$ cat config.mk
export PLATFORM = sky130hd
export DESIGN_NAME = cmpfb_adc_ctrl
export DESIGN_NICKNAME = d
export VERILOG_FILES = /design/src/rtl/cmpfb_adc_pkg.sv /design/src/rtl/cmpfb_sync.sv /design/src/rtl/cmpfb_tick_gen.sv /design/src/rtl/cmpfb_cal_reg.sv /design/src/rtl/cmpfb_seq.sv /design/src/rtl/cmpfb_adc_ctrl.sv
export SDC_FILE = /design/constraint.sdc
export NUM_CORES = 1
export LEC_CHECK = 0
export BUFFER_PORTS_ARGS = -buffer_cell sky130_fd_sc_hd__buf_2
export CORE_MARGIN = 8
export CORE_UTILIZATION = 52
export CTS_CLUSTER_DIAMETER = 150
export CTS_CLUSTER_SIZE = 14
export DETAILED_ROUTE_END_ITERATION = 16
export PLACE_DENSITY = 0.76
export SETUP_SLACK_MARGIN = 0.1
export SKIP_CTS_REPAIR_TIMING = 1
export SYNTH_ARGS = -nofsm -noshare
export SYNTH_HDL_FRONTEND = slang
export SYNTH_SLANG_ARGS = --single-unit
export TNS_END_PERCENT = 50
$ cat constraint.sdc
create_clock -name clk -period 2.7 [get_ports clk]
set_input_delay 0.135 -clock clk [delete_from_list [all_inputs] [get_ports clk]]
set_output_delay 0.135 -clock clk [all_outputs]
set_load 0.01 [all_outputs]
$ cat src/rtl/cmpfb_adc_pkg.sv
package cmpfb_adc_pkg;
  typedef enum logic [1:0] {
    SEQ_IDLE   = 2'd0,
    SEQ_SETTLE = 2'd1,
    SEQ_COUNT  = 2'd2
  } seq_state_t;
endpackage

$ cat src/rtl/cmpfb_sync.sv
module cmpfb_sync #(
  parameter int STAGES = 2
) (
  input  logic clk,
  input  logic rst,
  input  logic d,
  output logic q
);
  logic [STAGES-1:0] chain;

  generate
    if (STAGES == 1) begin : g_one
      always_ff @(posedge clk) begin
        if (rst) chain <= '0;
        else     chain <= d;
      end
    end else begin : g_many
      always_ff @(posedge clk) begin
        if (rst) chain <= '0;
        else     chain <= {chain[STAGES-2:0], d};
      end
    end
  endgenerate

  assign q = chain[STAGES-1];
endmodule

$ cat src/rtl/cmpfb_tick_gen.sv
module cmpfb_tick_gen #(
  parameter int DIV_W = 8
) (
  input  logic             clk,
  input  logic             rst,
  input  logic             run,
  input  logic [DIV_W-1:0] div,
  output logic             tick
);
  logic [DIV_W-1:0] cnt;

  always_ff @(posedge clk) begin
    if (rst || !run)  cnt <= '0;
    else if (cnt == div) cnt <= '0;
    else              cnt <= cnt + DIV_W'(1);
  end

  assign tick = run && (cnt == div);
endmodule

$ cat src/rtl/cmpfb_cal_reg.sv
module cmpfb_cal_reg #(
  parameter int CAL_W   = 16,
  parameter int CAL_RST = 2800
) (
  input  logic             clk,
  input  logic             rst,
  input  logic             wr,
  input  logic [CAL_W-1:0] wdata,
  output logic [CAL_W-1:0] value
);
  always_ff @(posedge clk) begin
    if (rst)     value <= CAL_W'(CAL_RST);
    else if (wr) value <= wdata;
  end
endmodule

$ cat src/rtl/cmpfb_seq.sv
module cmpfb_seq
  import cmpfb_adc_pkg::*;
#(
  parameter int CAL_W        = 16,
  parameter int RES_W        = 16,
  parameter int SETTLE_TICKS = 1000
) (
  input  logic             clk,
  input  logic             rst,
  input  logic             start,
  input  logic             tick,
  input  logic             cmp_s,
  input  logic [CAL_W-2:0] win_len,
  output logic             busy,
  output logic             done,
  output logic             cmp_en,
  output logic             cmp_swap,
  output logic             fb_out,
  output logic [RES_W-1:0] result
);
  localparam int SET_W = $clog2(SETTLE_TICKS + 1);
  localparam int PH_W  = (SET_W > CAL_W) ? SET_W : CAL_W;
  localparam logic [PH_W-1:0] SET_LAST = PH_W'(SETTLE_TICKS - 1);

  seq_state_t       state;
  logic [PH_W-1:0]  phase;
  logic [CAL_W-2:0] win;
  logic [RES_W-1:0] acc;
  logic [RES_W-1:0] acc_nxt;
  logic [PH_W-1:0]  win_last;
  logic             inc;
  logic             fin;

  assign win_last = PH_W'(win) - PH_W'(1);
  assign inc      = !cmp_s && (acc != {RES_W{1'b1}});
  assign acc_nxt  = acc + RES_W'(inc);
  assign fin = tick && (((state == SEQ_SETTLE) && (phase == SET_LAST) && (win == '0)) ||
                        ((state == SEQ_COUNT)  && (phase == win_last)));

  always_ff @(posedge clk) begin
    if (rst) begin
      state    <= SEQ_IDLE;
      phase    <= '0;
      win      <= '0;
      acc      <= '0;
      busy     <= 1'b0;
      done     <= 1'b0;
      cmp_en   <= 1'b0;
      cmp_swap <= 1'b0;
      fb_out   <= 1'b0;
      result   <= '0;
    end else begin
      done <= 1'b0;
      case (state)
        SEQ_IDLE: begin
          if (start) begin
            state  <= SEQ_SETTLE;
            busy   <= 1'b1;
            cmp_en <= 1'b1;
            acc    <= '0;
            phase  <= '0;
            win    <= win_len;
          end
        end
        SEQ_SETTLE: begin
          if (tick) begin
            fb_out <= !cmp_s;
            if (phase == SET_LAST) begin
              phase <= '0;
              state <= SEQ_COUNT;
            end else begin
              phase <= phase + PH_W'(1);
            end
          end
        end
        SEQ_COUNT: begin
          if (tick) begin
            fb_out <= !cmp_s;
            acc    <= acc_nxt;
            phase  <= phase + PH_W'(1);
          end
        end
        default: state <= SEQ_IDLE;
      endcase

      if (fin) begin
        state    <= SEQ_IDLE;
        busy     <= 1'b0;
        cmp_en   <= 1'b0;
        fb_out   <= 1'b0;
        done     <= 1'b1;
        cmp_swap <= !cmp_swap;
        result   <= (state == SEQ_COUNT) ? acc_nxt : '0;
      end
    end
  end
endmodule

$ cat src/rtl/cmpfb_adc_ctrl.sv
module cmpfb_adc_ctrl #(
  parameter int DIV_W        = 8,
  parameter int CAL_W        = 16,
  parameter int RES_W        = 16,
  parameter int CAL_RST      = 2800,
  parameter int SETTLE_TICKS = 1000,
  parameter int SYNC_STAGES  = 2
) (
  input  logic             clk,
  input  logic             rst,
  input  logic [DIV_W-1:0] tick_div,
  input  logic             cal_wr,
  input  logic [CAL_W-1:0] cal_wdata,
  output logic [CAL_W-1:0] cal_value,
  input  logic             start,
  input  logic             cmp_in,
  output logic             busy,
  output logic             done,
  output logic             cmp_en,
  output logic             cmp_swap,
  output logic             fb_out,
  output logic [RES_W-1:0] result
);
  logic cmp_s;
  logic tick;

  cmpfb_sync #(.STAGES(SYNC_STAGES)) u_sync (
    .clk(clk), .rst(rst), .d(cmp_in), .q(cmp_s)
  );

  cmpfb_tick_gen #(.DIV_W(DIV_W)) u_tick (
    .clk(clk), .rst(rst), .run(busy), .div(tick_div), .tick(tick)
  );

  cmpfb_cal_reg #(.CAL_W(CAL_W), .CAL_RST(CAL_RST)) u_cal (
    .clk(clk), .rst(rst), .wr(cal_wr), .wdata(cal_wdata), .value(cal_value)
  );

  cmpfb_seq #(.CAL_W(CAL_W), .RES_W(RES_W), .SETTLE_TICKS(SETTLE_TICKS)) u_seq (
    .clk(clk), .rst(rst), .start(start), .tick(tick), .cmp_s(cmp_s),
    .win_len(cal_value[CAL_W-1:1]),
    .busy(busy), .done(done), .cmp_en(cmp_en), .cmp_swap(cmp_swap),
    .fb_out(fb_out), .result(result)
  );
endmodule

==> out/results.ini <==
[global_route]
gr-total-overflow = 0
grt_pass1_vias = 3947
grt_pass1_wl_mm = 18.82
track_usage_pct = 17.89
use_met3_pct = 2.738
grt_use_met1_pct = 23.91
busiest_layer = met2
grt_max_degree = 40
antenna_found_initial = 0
gr-usage-met2_pct = 28.34

[final_layout]
register_area_um2 = 1903
layout.cells.non_filler = 771
drive_gt1_share_pct = 19.70
most-common-layout-cells = 94 x dfxtp_1, 91 x nand2_1, 65 x buf_2
diodes = 0
fin_util_pct = 62.28
multi_input_area_um2 = 2801
fillers = 756
mostFrequentLayoutCell = dfxtp_1
fin_area_um2 = 5700
nets = 693
syn_to_final_growth_pct = 17.85

[clock_tree]
cts_root_buf = clkbuf_8
clk_latency_ps = 370
clk_pin_slew_worst_paths_ps = 110
cts.path.max_buffers = 2
cts_buffers = 9
cts_max_level = 3
cts.sinks = 95
cts_tree = done

[synthesis]
ys_ff_latch = 95
synthArstFlopShare_pct = 0
yosys_warnings = 0
ys.flop_type = dfxtp_1
synth.net_count = 613
synth.avg_cell_area_um2 = 8.412
syn_area_um2 = 4837
synth_edf_count = 0
ys_types = 50
synth_cells = 575
seq_area_frac_synth_pct = 39.32

[floorplan]
row_count = 35
fp.dieW_um = 112.4
die_h_um = 112.4
fp.dieArea_um2 = 12640
core_area_um2 = 9153
io_pins = 66
start_util_pct = 52.85

[run_status]
violations = negative hold slack
status = complete, but fails checks

[min_path]
min_path_type = primary input to flip-flop

[timing]
setup_ws_ps = 118.4
finalCritPeriodShare_pct = 95.61
hold_slack_ps = -5.466
timing.fmax_mhz = 387.4
setup_tns_ps = 0
fin_worst_skew_ps = 12.38
rsz0062_at_grt = true
relSlewSlack_pct = 62.14
tightestPinTransition_ps = 567.8
final_max_slew_viol_count = 0
hold_viol = 3
finalSetupViolCount = 0
min_period_ps = 2582

[job]
drv_cap = 0

[route]
wl_per_cell_um = 15.02
detail-route-antenna-nets = 0
drt-initial-drc-count = 228
drc = 0
firstDrtPassIters = 5
drt-total-wl_mm = 11.58
vias = 4216
vias_per_cell = 5.468

[power]
powerDensity_nw_per_um2 = 505.0
comb_power_share_pct = 15.1
intPower_uw = 2008
switching_share_pct = 30.23
seqPwrFrac_pct = 51.8
p_leak_uw = 0.002200
pwr-share-clk_pct = 33.1
vdd_drop_max_uv = 316.0
p_switching_uw = 870.2

[setup_path]
arrival_ps = 2880
cp_max_fo = 21
required_ps = 3000
worst-setup-path-type = flip-flop to flip-flop
critPathLaunchType = flip-flop
endpoint_kind = flip-flop

[placed_design]
place.gp.congestion = 0.8349
dpl.cell_count = 736
place_ws_ps = 95.19
dp_hpwl_mm = 8.141
dpl_cell_area_um2 = 5281
port_buffers = 65

[registers in the layout, indices dropped and copies added (netlist names)]
register,cells
u_cal.value,16
u_seq.acc,16
u_seq.phase,16
u_seq.result,16
u_seq.win,15
u_tick.cnt,8
u_seq.state,2
u_sync.chain,2
u_seq.busy,1
u_seq.cmp_swap,1
u_seq.done,1
u_seq.fb_out,1
[per-stage QoR]
step	hold WS (ps)	total power (uW)
global placement	343.2	1905
detailed placement	347.7	1919
finish	-5.466	2879
global route	3.671	3004
floorplan	257.4	1805
CTS	-52.43	2864
[cell type report]
cell class              count  share of cell area [%]
clock buffers               9                   2.173
clock inverters             7                   1.361
inverters                  12                  0.7902
multi-input cells         439                   49.14
flip-flops and latches     95                   33.38
well taps                 111                   2.436
repair buffers             98                   10.71
[Yosys cell counts (10+ instances only)]
cell	number	area, um2
dfxtp_1	95	1902
nand2_1	91	341.6
nor2_1	49	183.9
a21oi_1	40	200.2
mux2i_1	28	280.3
xnor2_1	28	245.2
xor2_1	28	245.2
clkbuf_1	22	82.58
nand2b_1	20	125.1
nand3_1	18	90.09
or3_1	16	100.1
nor2b_1	13	81.33
inv_1	12	45.04
o21ai_0	12	60.06
nor3_1	10	50.05
[power groups by stage]
stage               Sequential, uW  Combinational (uW)  Clock (uW)
global route                  1500                 478        1030
CTS                           1490                 405         973
global placement              1520                 388           0
detailed placement            1520                 402           0
finish                        1490                 435         954
floorplan                     1510                 290           0
[critical path: stages, from the launching register on]
cell and delay [ps]:
dfxtp_1 360, nor4_4 330, buf_4 180, nand3_2 110, or3b_1 400, a211o_1 310
a21oi_1 170, a41o_2 250, buf_12 190, mux2i_1 210
[cell families after synthesis]
group / Yosys count / synth area share [%]
flops: 95 / 39.32
fa+ha+maj: 9 / 2.328
xor+xnor: 56 / 10.14
buf+inv: 41 / 3.777
compound gates: 78 / 10.63
simple gates: 266 / 27.55
mux: 30 / 6.260
[layer usage]
layer | wire length, um | up-vias
li1 | - | 2108
met1 | 5371 | 1992
met2 | 5485 | 96
met3 | 490 | 20
met4 | 237 | 0
met5 | 0 | -
[path summary, 6_finish.rpt]
kind	cells past startpoint	startpoint	to	slack [ps]
worst max-delay path	9	u_seq.win[5]	u_seq.result[5]	120
worst min-delay path	3	cal_wdata[15]	u_cal.value[15]	-5
worst max register to register	9	u_seq.win[5]	u_seq.result[5]	120
worst min register to register	1	u_sync.chain[0]	u_sync.chain[1]	470
No activity file was read; power rests on OpenSTA's default activity.
